File: src/rtl/dma_done_pkg.sv
`timescale 1ns/1ps
package dma_done_pkg;

  typedef enum logic [1:0] {
    XFER_OUT = 2'd0,
    XFER_IN  = 2'd1,
    XFER_LOC = 2'd2,
    XFER_EXT = 2'd3
  } xfer_kind_e;

  typedef struct packed {
    logic [1:0] cnt_hit;
    logic [1:0] irq_hit;
    logic       wq_go;
    logic       bw_go;
    logic       bad;
  } done_plan_t;

endpackage

File: src/rtl/dma_done_rst_sync.sv
`timescale 1ns/1ps
module dma_done_rst_sync (
  input  logic clk,
  input  logic rst_n,
  output logic rst_s_n
);

  logic [1:0] sync_q;

  always_ff @(posedge clk or negedge rst_n) begin
    if (!rst_n) sync_q <= 2'b00;
    else        sync_q <= {sync_q[0], 1'b1};
  end

  assign rst_s_n = sync_q[1];

endmodule

File: src/rtl/dma_done_decode.sv
`timescale 1ns/1ps
module dma_done_decode
  import dma_done_pkg::*;
#(
  parameter int PTR_W = 40
) (
  input  logic [1:0]       kind,
  input  logic             wq_sel,
  input  logic             cnt_sel,
  input  logic             cnt_add,
  input  logic             irq_force,
  input  logic [PTR_W-1:0] ptr,
  output done_plan_t       plan
);

  xfer_kind_e k;
  logic remote, ptr_zero, misalign, flag_bad;

  always_comb begin
    k        = xfer_kind_e'(kind);
    remote   = (k == XFER_OUT) || (k == XFER_EXT);
    ptr_zero = (ptr == '0);
    misalign = wq_sel && !ptr_zero && (ptr[2:0] != 3'b000);
    flag_bad = !remote && (cnt_sel || cnt_add || irq_force);

    plan.cnt_hit[0] = remote && cnt_add   && !cnt_sel;
    plan.cnt_hit[1] = remote && cnt_add   &&  cnt_sel;
    plan.irq_hit[0] = remote && irq_force && !cnt_sel;
    plan.irq_hit[1] = remote && irq_force &&  cnt_sel;
    plan.wq_go      = wq_sel && !ptr_zero && !misalign;
    plan.bw_go      = !wq_sel && !ptr_zero;
    plan.bad        = flag_bad || misalign;
  end

endmodule

File: src/rtl/dma_done_counter.sv
`timescale 1ns/1ps
module dma_done_counter #(
  parameter int CNT_W   = 32,
  parameter int BYTES_W = 16
) (
  input  logic               clk,
  input  logic               rst_n,
  input  logic               clr,
  input  logic               bump,
  input  logic               add_one,
  input  logic [BYTES_W-1:0] bytes,
  output logic [CNT_W-1:0]   cnt
);

  localparam int SUM_W = CNT_W + 1;

  logic [CNT_W-1:0] cnt_q, cnt_d, inc;
  logic [SUM_W-1:0] sum;
  logic             cnt_en;

  always_comb begin
    inc    = add_one ? CNT_W'(1) : CNT_W'(bytes);
    sum    = {1'b0, cnt_q} + {1'b0, inc};
    cnt_en = clr || bump;
    cnt_d  = cnt_q;
    if (clr)       cnt_d = '0;
    else if (bump) cnt_d = sum[CNT_W] ? '1 : sum[CNT_W-1:0];
  end

  always_ff @(posedge clk or negedge rst_n) begin
    if (!rst_n)      cnt_q <= '0;
    else if (cnt_en) cnt_q <= cnt_d;
  end

  assign cnt = cnt_q;

  assert_no_wrap_R3: assert property (@(posedge clk) disable iff (!rst_n)
    (bump && !clr) |=> (cnt_q >= $past(cnt_q)))
    else $error("counter wrapped");

  assert_clear_lands_R4: assert property (@(posedge clk) disable iff (!rst_n)
    clr |=> (cnt_q == '0))
    else $error("clear did not zero counter");

  assert_idle_hold_R1: assert property (@(posedge clk) disable iff (!rst_n)
    (!bump && !clr) |=> $stable(cnt_q))
    else $error("counter moved without update");

endmodule

File: src/rtl/dma_done_slot.sv
`timescale 1ns/1ps
module dma_done_slot #(
  parameter int W = 40
) (
  input  logic         clk,
  input  logic         rst_n,
  input  logic         load,
  input  logic [W-1:0] load_data,
  output logic         out_valid,
  input  logic         out_ready,
  output logic [W-1:0] out_data
);

  logic         v_q, v_d;
  logic [W-1:0] d_q;

  always_comb begin
    v_d = v_q;
    if (load)                  v_d = 1'b1;
    else if (v_q && out_ready) v_d = 1'b0;
  end

  always_ff @(posedge clk or negedge rst_n) begin
    if (!rst_n) v_q <= 1'b0;
    else        v_q <= v_d;
  end

  always_ff @(posedge clk or negedge rst_n) begin
    if (!rst_n)    d_q <= '0;
    else if (load) d_q <= load_data;
  end

  assign out_valid = v_q;
  assign out_data  = d_q;

  assert_no_overwrite_R10: assert property (@(posedge clk) disable iff (!rst_n)
    load |-> !v_q)
    else $error("request overwritten while pending");

  assert_hold_payload_R10: assert property (@(posedge clk) disable iff (!rst_n)
    (v_q && !out_ready) |=> (v_q && $stable(d_q)))
    else $error("pending request dropped or changed");

endmodule

File: src/rtl/dma_done_actions.sv
`timescale 1ns/1ps
module dma_done_actions
  import dma_done_pkg::*;
#(
  parameter int CNT_W   = 32,
  parameter int BYTES_W = 16,
  parameter int PTR_W   = 40
) (
  input  logic               clk,
  input  logic               rst_n,
  input  logic               cmp_valid,
  output logic               cmp_ready,
  input  logic [1:0]         cmp_kind,
  input  logic               cmp_wq,
  input  logic               cmp_sel,
  input  logic               cmp_add,
  input  logic               cmp_irq,
  input  logic [PTR_W-1:0]   cmp_ptr,
  input  logic [BYTES_W-1:0] cmp_bytes,
  input  logic               add_one,
  input  logic               byte_le,
  input  logic [1:0]         clr_cnt,
  input  logic [1:0]         clr_irq,
  input  logic               clr_err,
  output logic [CNT_W-1:0]   cnt0,
  output logic [CNT_W-1:0]   cnt1,
  output logic [1:0]         irq_flag,
  output logic               err_flag,
  output logic               wq_valid,
  input  logic               wq_ready,
  output logic [PTR_W-1:0]   wq_ptr,
  output logic               bw_valid,
  input  logic               bw_ready,
  output logic [PTR_W-1:0]   bw_addr,
  output logic [7:0]         bw_lane
);

  localparam int NUM_CNT = 2;
  localparam int BW_W    = PTR_W + 8;

  logic             rst_s_n;
  logic             accept;
  done_plan_t       plan;
  logic [CNT_W-1:0] cnt_q [NUM_CNT];
  logic [1:0]       irq_q, irq_d;
  logic             err_q, err_d;
  logic [2:0]       lane_idx;
  logic [7:0]       lane;
  logic [BW_W-1:0]  bw_load, bw_out;

  dma_done_rst_sync u_rst (
    .clk     (clk),
    .rst_n   (rst_n),
    .rst_s_n (rst_s_n)
  );

  dma_done_decode #(.PTR_W(PTR_W)) u_dec (
    .kind      (cmp_kind),
    .wq_sel    (cmp_wq),
    .cnt_sel   (cmp_sel),
    .cnt_add   (cmp_add),
    .irq_force (cmp_irq),
    .ptr       (cmp_ptr),
    .plan      (plan)
  );

  assign cmp_ready = !(wq_valid || bw_valid);
  assign accept    = cmp_valid && cmp_ready;

  for (genvar g = 0; g < NUM_CNT; g++) begin : g_cnt
    dma_done_counter #(.CNT_W(CNT_W), .BYTES_W(BYTES_W)) u_cnt (
      .clk     (clk),
      .rst_n   (rst_s_n),
      .clr     (clr_cnt[g]),
      .bump    (accept && plan.cnt_hit[g]),
      .add_one (add_one),
      .bytes   (cmp_bytes),
      .cnt     (cnt_q[g])
    );
  end

  assign cnt0 = cnt_q[0];
  assign cnt1 = cnt_q[1];

  always_comb begin
    irq_d = irq_q;
    for (int i = 0; i < NUM_CNT; i++) begin
      if (accept && plan.irq_hit[i]) irq_d[i] = 1'b1;
      else if (clr_irq[i])           irq_d[i] = 1'b0;
    end
    err_d = err_q;
    if (accept && plan.bad) err_d = 1'b1;
    else if (clr_err)       err_d = 1'b0;
  end

  always_ff @(posedge clk or negedge rst_s_n) begin
    if (!rst_s_n) begin
      irq_q <= '0;
      err_q <= 1'b0;
    end else begin
      irq_q <= irq_d;
      err_q <= err_d;
    end
  end

  assign irq_flag = irq_q;
  assign err_flag = err_q;

  always_comb begin
    lane_idx = byte_le ? cmp_ptr[2:0] : ~cmp_ptr[2:0];
    lane     = 8'b1 << lane_idx;
    bw_load  = {cmp_ptr[PTR_W-1:3], 3'b000, lane};
  end

  dma_done_slot #(.W(PTR_W)) u_wq (
    .clk       (clk),
    .rst_n     (rst_s_n),
    .load      (accept && plan.wq_go),
    .load_data (cmp_ptr),
    .out_valid (wq_valid),
    .out_ready (wq_ready),
    .out_data  (wq_ptr)
  );

  dma_done_slot #(.W(BW_W)) u_bw (
    .clk       (clk),
    .rst_n     (rst_s_n),
    .load      (accept && plan.bw_go),
    .load_data (bw_load),
    .out_valid (bw_valid),
    .out_ready (bw_ready),
    .out_data  (bw_out)
  );

  assign bw_addr = bw_out[BW_W-1:8];
  assign bw_lane = bw_out[7:0];

  assert_local_quiet_R6: assert property (@(posedge clk) disable iff (!rst_s_n)
    (cmp_valid && cmp_ready && (cmp_kind == 2'd1 || cmp_kind == 2'd2) && clr_cnt == 2'b00)
    |=> ($stable(cnt0) && $stable(cnt1)))
    else $error("inbound/internal completion moved a counter");

  assert_irq_sticky_R5: assert property (@(posedge clk) disable iff (!rst_s_n)
    (irq_flag[0] && !clr_irq[0]) |=> irq_flag[0])
    else $error("interrupt flag 0 dropped");

  assert_irq1_sticky_R5: assert property (@(posedge clk) disable iff (!rst_s_n)
    (irq_flag[1] && !clr_irq[1]) |=> irq_flag[1])
    else $error("interrupt flag 1 dropped");

  assert_err_sticky_R11: assert property (@(posedge clk) disable iff (!rst_s_n)
    (err_flag && !clr_err) |=> err_flag)
    else $error("error flag dropped");

  assert_zero_ptr_quiet_R9: assert property (@(posedge clk) disable iff (!rst_s_n)
    (cmp_valid && cmp_ready && cmp_ptr == '0) |=> (!wq_valid && !bw_valid))
    else $error("zero pointer raised a request");

  assert_single_request_R10: assert property (@(posedge clk) disable iff (!rst_s_n)
    !(wq_valid && bw_valid))
    else $error("two requests pending at once");

endmodule

File: config.mk
export PLATFORM = sky130hd
export DESIGN_NAME = dma_done_actions
export DESIGN_NICKNAME = d
export VERILOG_FILES = /design/src/rtl/dma_done_pkg.sv /design/src/rtl/dma_done_rst_sync.sv /design/src/rtl/dma_done_decode.sv /design/src/rtl/dma_done_counter.sv /design/src/rtl/dma_done_slot.sv /design/src/rtl/dma_done_actions.sv
export SDC_FILE = /design/constraint.sdc
export NUM_CORES = 1
export LEC_CHECK = 0
export BUFFER_PORTS_ARGS = -buffer_cell sky130_fd_sc_hd__buf_4
export CORE_ASPECT_RATIO = 1.1
export CORE_MARGIN = 5
export CORE_UTILIZATION = 45
export DETAILED_ROUTE_END_ITERATION = 6
export GPL_ROUTABILITY_DRIVEN = 0
export HOLD_SLACK_MARGIN = 0.12
export PLACE_DENSITY = 0.75
export SETUP_SLACK_MARGIN = 0.4
export SYNTH_ARGS = -nofsm -noshare
export SYNTH_HDL_FRONTEND = slang
export SYNTH_SLANG_ARGS = --single-unit
File: constraint.sdc
create_clock -name clk -period 6.54 [get_ports clk]
set_clock_uncertainty 0.1 [all_clocks]
set_input_delay 0 -clock clk [delete_from_list [all_inputs] [get_ports clk]]
set_output_delay 0 -clock clk [all_outputs]
set_load 0.02 [all_outputs]
Yosys cells after proc, flatten, opt, wreduce, memory -nomap -nowiden
Cells that the tools add are included.

Register bits: 156. Input bits: 74. Output and inout bits: 158. Logic and storage cells: 79.

Bitwise operators: 1. Reduce and logical (&&, ||, !) cells: 46. Eq/ne operators: 1. Shift operators: 1. Muxes and demuxes: 18. Add/subtract/negate cells: 2.

Operators by type and width (number): two-way mux 32 bit (6); adder 32 x 32 -> 33 bit (2); logical NOT 40 bit (1); logical AND 1 bit (21); two-way mux 16 bit (1); nonzero test 2 bit (7); two-way mux 1 bit (10); left shift 1 x 3 -> 8 bit, first input constant (1); logical OR 1 bit (7); logical NOT 1 bit (6); AND reduction 2 bit (2); two-way mux 3 bit (1); NOT 3 bit (1); nonzero test 3 bit (1); == test 2 bit, second input constant (1); logical NOT 2 bit (1).

Logic depth before layout (Yosys ltp)
Depth in word-level cells: 8. Mapped depth: 20. Depth with buffers taken out: 13.

Cells and area by module
A second synthesis with hierarchy kept.

Cell total of the unflattened synthesis: 824. Area, all modules: 9223.8 sq um.

By module, submodules not included: dma_done_counter at g_cnt[0].u_cnt (seq. area each 800.8 sq um, area an instance 2590.0 sq um, times used 1, cells an instance 277); dma_done_counter at g_cnt[1].u_cnt (seq. area each 800.8 sq um, area an instance 2558.7 sq um, times used 1, cells an instance 295); dma_done_slot at u_bw (seq. area each 1226.2 sq um, area an instance 1856.8 sq um, times used 1, cells an instance 104); dma_done_slot at u_wq (seq. area each 1026.0 sq um, area an instance 1725.4 sq um, times used 1, cells an instance 88); dma_done_actions (seq. area each 75.1 sq um, area an instance 275.3 sq um, times used 1, cells an instance 31); dma_done_decode (seq. area each 0.0 sq um, area an instance 163.9 sq um, times used 1, cells an instance 26); dma_done_rst_sync (seq. area each 50.0 sq um, area an instance 53.8 sq um, times used 1, cells an instance 3).

Worst setup path before layout
No wires, ideal clock.

Path type: input to register. Start point: in add_one. End point: reg g_cnt[0].u_cnt.cnt_q[6]. Arrival time: 3.630 ns. Buffers on the path: 7. Data required time: 6.354 ns. Setup slack: 2.724 ns. Stages on the path: 20. Library setup time: 0.086 ns. Cell sequence: buf_4 -> buf_2 -> buf_2 -> buf_4 -> buf_2 -> buf_1 -> or2_2 -> ha_1 -> ha_1 -> a21oi_2 -> maj3_2 -> a221oi_2 -> o221ai_2 -> nor2_2 -> o21ai_2 -> or4_4 -> buf_6 -> a21oi_2 -> nor2_1 -> nor3_1.

Longest elaborated chain between the ends: 5.

Ends and longest elaborated chain: from (decl) (line dma_done_actions.sv:20) `input logic add_one,`; two-way mux 16 bit (line dma_done_counter.sv:22) `inc = add_one ? CNT_W'(1) : CNT_W'(bytes);`; adder 32 x 32 -> 33 bit (line dma_done_counter.sv:23) `sum = {1'b0, cnt_q} + {1'b0, inc};`; two-way mux 32 bit (2 in a row) (line dma_done_counter.sv:27) `else if (bump) cnt_d = sum[CNT_W] ? '1 : sum[CNT_W-1:0];`; two-way mux 32 bit (line dma_done_counter.sv:26) `if (clr) cnt_d = '0;`; to (signal assigned) (line dma_done_counter.sv:32) `else if (cnt_en) cnt_q <= cnt_d;`; to (decl) (line dma_done_counter.sv:17) `logic [CNT_W-1:0] cnt_q, cnt_d, inc;`.

No other way between the ends. The select of a mux whose other input is x is not followed. A chain may end at the register's enable or synchronous reset.

Worst setup path in the final report
Start point: reg g_cnt[0].u_cnt.cnt_q[1]. End point: reg g_cnt[0].u_cnt.cnt_q[9].

Longest elaborated chain between the ends: 4.

Ends and longest elaborated chain (line): adder 32 x 32 -> 33 bit (dma_done_counter.sv:23); two-way mux 32 bit (2 in a row) (dma_done_counter.sv:27); two-way mux 32 bit (dma_done_counter.sv:26).

No other way between the ends. The select of a mux whose other input is x is not followed.

==> impl_summary.md <==
GRT
The largest net degree at the start of global routing is 83. The initial antenna violation count is 1. Global routing finished with a remaining overflow of 0. For this run, the total global-route usage over all layers was measured as 0.2545. The number of global-route vias before repair is 9,142. The first global-routing pass estimated 49,560 um of wire.

Die
The number of core rows is 55. The die covers 24,170 um^2. The floorplan step set the die width to 148.7 um. The die height is 162.6 um.

The initial core utilization is 0.4596. The core outline area is 20,710 um^2. The number of primary I/O pins is 232.

Setup path
The worst path required time is 6.78 ns. For the worst setup path, the data arrival time is 3.96 ns. STA classifies the critical path startpoint as a register. The slowest stage cell on the critical path is sky130_fd_sc_hd__or4_4. Along the worst path, the maximum fanout reaches 22. The kind of cell with the highest combined delay along the critical path is simple AND/OR/NAND/NOR gates. The stage delay of the slowest cell on the critical path is 0.60 ns. The sort of element at the end of the critical path is a register. Counting both buffers and inverters, the worst setup path holds a total of 0. The worst setup path is of the reg2reg kind. The critical path goes through xnor2_1 -> ha_1 -> a21oi_2 -> maj3_2 -> a221oi_2 -> o221ai_2 -> nor2_2 -> o21ai_2 -> or4_4 -> nand2_1 -> nor2_1 -> a221oi_1.

Pwr
Power spread over the standard cell area amounts to 236.7 nW/um^2. The reported leakage power is 5.613 nW. Power comes to 0.002984 W. The maximum ir drop on the vdd rail is 0.2002 mV.

Route
The routed length per instance is 19.74 um. The DRC marker count from the first detailed-route iteration is 711. The detailed-route via count is 9,148. The final layout contains routed wiring with a total length of 30,910 um.

The number of vias per cell after detailed routing is 5.842. The pre-antenna-repair detailed-routing pass consisted of 5 iterations. The number of routed nets with antenna violations is 0.

In the routed design, unresolved DRC markers number 0.

Synthesis
The count of mapped cells out of synthesis is 1,019. The synthesized design contains 156 register bits. The count of flip-flops with a built-in enable after synthesis is 0.

The count of unique library cells instantiated by Yosys is 88. The part of the Yosys area used for sequential elements is 0.4100. The flip-flop cell with the highest count after synthesis is sky130_fd_sc_hd__dfrtp_1. The cell area after technology mapping is 9520 um^2. During synthesis, Yosys emitted a total of 0 warnings.

The average instance in the mapped netlist occupies 9.343 um^2. Of all flip-flops after synthesis, the portion carrying an async set or reset was 1.000.

Layout
For this run, the post-layout net count is 1,354. The antenna diode count is 0. In the final layout, the share of cells above drive strength 1 is 0.2951.

The share of the core filled with cells in the final layout is 0.6085. Relative to the synthesized area, the layout overhead comes to 32.40%. The design area is 12,600 um^2.

Timing
In the finished design, the share of the clock period the worst path needs comes to 0.5694. Once routing completed, OpenROAD measured the worst setup slack at 2.816 ns. The clock period minus worst slack is 3.724 ns. Setup repair after global routing left no endpoint under its margin. The count of pins over their slew limit is 0. Setup total negative slack on the finished layout was measured at 0 ns. The final number of hold-violating endpoints is 0. Setup violations remaining at the end of the flow were counted as 0. The maximum clock frequency is 0.2685 GHz. The worst slew slack as a fraction of its limit is 0.2706. The slew at the pin closest to its max-slew limit is 1.093 ns.

Clock tree
At the later pin of the worst-skew pair, clock insertion delay measures 0.44 ns. Hold repair after CTS inserted 71 buffers. The CTS buffer count is 17. The H-tree was split into 4 levels. The post-cts sizing count is 0. TritonCTS built the clock tree. The tree is rooted in a sky130_fd_sc_hd__clkbuf_16. The clock-pin slew of the registers on the worst-case setup and hold paths is 0.08 ns. CTS saw 156 sinks. In this run the post-CTS setup repair buffer count came out at 0. The maximum clock path buffer count is 2.

Place
Summed over all nets, the half-perimeter wirelength after detailed placement is 21,210 um. The area of placed instances is 11,280 um^2. The number of port buffers is 228.

Timing analysis after detailed placement gives a worst setup slack of 2.657 ns.

Run
The number of max-cap violations is 0.

Outcome
The flow ran to the end, and the final reports show no timing, DRC or antenna violations.

Worst hold path
The type of the worst min-delay path is in2reg.
==> metrics by stage <==
step / instances / hold WS (ns)
floorplan: 1021 / -0.3956
global placement: 1463 / -0.3174
detailed placement: 1463 / -0.3143
CTS: 1566 / 0.1307
global route: 1566 / 0.1964
finish: 1566 / 0.1541
==> routing by layer <==
| metal | track usage | up-vias | part of all wire |
|---|---|---|---|
| met5 | 0 | - | 0.00065 |
| met4 | 0.09912 | 2 | 0.034 |
| met3 | 0.06986 | 75 | 0.087 |
| met2 | 0.4203 | 409 | 0.49 |
| met1 | 0.3177 | 4419 | 0.39 |
| li1 | - | 4243 | - |
==> worst paths after layout <==
check                                         end             startpoint  slack, ns  cells after the start
max                         g_cnt[0].u_cnt.cnt[9]  g_cnt[0].u_cnt.cnt[1]       2.82                     12
max reg2reg                 g_cnt[0].u_cnt.cnt[9]  g_cnt[0].u_cnt.cnt[1]       2.82                     12
min reg2reg                       u_rst.sync_q[1]        u_rst.sync_q[0]       0.25                      0
max in group asynchronous       u_wq.out_data[27]        u_rst.sync_q[1]       4.34                      1
min                        g_cnt[1].u_cnt.cnt[12]          cmp_bytes[11]       0.15                      6
min in group asynchronous         u_rst.sync_q[0]                  rst_n       0.33                      3
==> registers in the layout, summed over array words and instances (netlist names) <==
name / cells
err_flag: 1
g_cnt.u_cnt.cnt: 64
irq_flag: 2
u_bw.out_data: 45
u_bw.out_valid: 1
u_rst.sync_q: 2
u_wq.out_data: 40
u_wq.out_valid: 1
==> cells by family (layout without fill, tap and decap cells) <==
group | after synthesis | in the layout | synth area share
compound gates | 297 | 297 | 0.2094
xor+xnor | 40 | 40 | 0.03680
fa+ha+maj | 20 | 20 | 0.02458
buf+inv | 116 | 376 | 0.05401
flops | 156 | 156 | 0.4100
mux | 84 | 84 | 0.09804
other cells | 2 | 4 | 0.0007888
simple gates | 304 | 304 | 0.1664
==> cells in the final DEF, fill, tap and decap left out, types with 11 or more instances in the layout <==
cell	instances
sky130_fd_sc_hd__and2_1	14
sky130_fd_sc_hd__o22ai_1	12
sky130_fd_sc_hd__a31oi_1	40
sky130_fd_sc_hd__nor2b_1	18
sky130_fd_sc_hd__mux2_2	74
sky130_fd_sc_hd__inv_1	40
sky130_fd_sc_hd__nand3_1	36
sky130_fd_sc_hd__nor2_1	70
sky130_fd_sc_hd__a311oi_1	11
sky130_fd_sc_hd__and3_1	15
sky130_fd_sc_hd__nor3_1	30
sky130_fd_sc_hd__dlygate4sd3_1	71
sky130_fd_sc_hd__nor4bb_1	13
sky130_fd_sc_hd__o21ai_0	60
sky130_fd_sc_hd__ha_1	12
sky130_fd_sc_hd__xnor2_1	20
sky130_fd_sc_hd__clkbuf_16	17
sky130_fd_sc_hd__dfrtp_1	155
sky130_fd_sc_hd__buf_4	232
sky130_fd_sc_hd__xor2_1	20
sky130_fd_sc_hd__a21oi_1	67
sky130_fd_sc_hd__nand2_1	60
==> where the power goes <==
part	internal [W]	switching [W]	leakage, nW	total (W)
clock	0.000522	0.000506	0.298	0.00103
combinational	0.000353	0.000418	3.28	0.000771
sequential	0.00109	0.0000935	2.03	0.00119
==> area by class of cell <==
cell class,count,area (um^2)
timing repair buffer,303,2452
clock buffer,17,425.4
tap,285,356.6
fill,1641,8109
multi-input combinational,749,5117
clock inverter,15,191.4
inverter,41,153.9
sequential,156,3908
==> cell usage after synthesis (8+ instances only) <==
| master | instances | area share |
|---|---|---|
| sky130_fd_sc_hd__ha_1 | 12 | 0.016 |
| sky130_fd_sc_hd__nor2_1 | 70 | 0.028 |
| sky130_fd_sc_hd__nand2_1 | 61 | 0.024 |
| sky130_fd_sc_hd__nand4_1 | 9 | 0.0059 |
| sky130_fd_sc_hd__a211oi_1 | 8 | 0.0063 |
| sky130_fd_sc_hd__nor4bb_1 | 13 | 0.014 |
| sky130_fd_sc_hd__a311oi_1 | 11 | 0.010 |
| sky130_fd_sc_hd__and2_1 | 14 | 0.0092 |
| sky130_fd_sc_hd__mux2i_1 | 10 | 0.011 |
| sky130_fd_sc_hd__buf_4 | 10 | 0.0079 |
| sky130_fd_sc_hd__xor2_1 | 20 | 0.018 |
| sky130_fd_sc_hd__nor4_1 | 10 | 0.0066 |
| sky130_fd_sc_hd__dfrtp_1 | 156 | 0.41 |
| sky130_fd_sc_hd__nor3_1 | 30 | 0.016 |
| sky130_fd_sc_hd__xnor2_1 | 20 | 0.018 |
| sky130_fd_sc_hd__inv_1 | 40 | 0.016 |
| sky130_fd_sc_hd__a22oi_1 | 10 | 0.0079 |
| sky130_fd_sc_hd__nor2b_1 | 18 | 0.012 |
| sky130_fd_sc_hd__o21ai_0 | 60 | 0.032 |
| sky130_fd_sc_hd__a21o_1 | 10 | 0.0079 |
| sky130_fd_sc_hd__clkbuf_1 | 32 | 0.013 |
| sky130_fd_sc_hd__nand3_1 | 37 | 0.019 |
| sky130_fd_sc_hd__a31oi_1 | 40 | 0.026 |
| sky130_fd_sc_hd__buf_2 | 26 | 0.014 |
| sky130_fd_sc_hd__a21oi_1 | 67 | 0.035 |
| sky130_fd_sc_hd__o22ai_1 | 12 | 0.0079 |
| sky130_fd_sc_hd__and3_1 | 15 | 0.0099 |
| sky130_fd_sc_hd__mux2_2 | 74 | 0.088 |
==> worst reg2reg max path, stage by stage, from the launching register on <==
cell and delay [ns]:
sky130_fd_sc_hd__dfrtp_1 0.50, sky130_fd_sc_hd__xnor2_1 0.22, sky130_fd_sc_hd__ha_1 0.25, sky130_fd_sc_hd__a21oi_2 0.06, sky130_fd_sc_hd__maj3_2 0.32, sky130_fd_sc_hd__a221oi_2 0.32
sky130_fd_sc_hd__o221ai_2 0.20, sky130_fd_sc_hd__nor2_2 0.16, sky130_fd_sc_hd__o21ai_2 0.15, sky130_fd_sc_hd__or4_4 0.60, sky130_fd_sc_hd__nand2_1 0.38, sky130_fd_sc_hd__nor2_1 0.07
sky130_fd_sc_hd__a221oi_1 0.29
No activity file was read; power rests on OpenSTA's default activity.
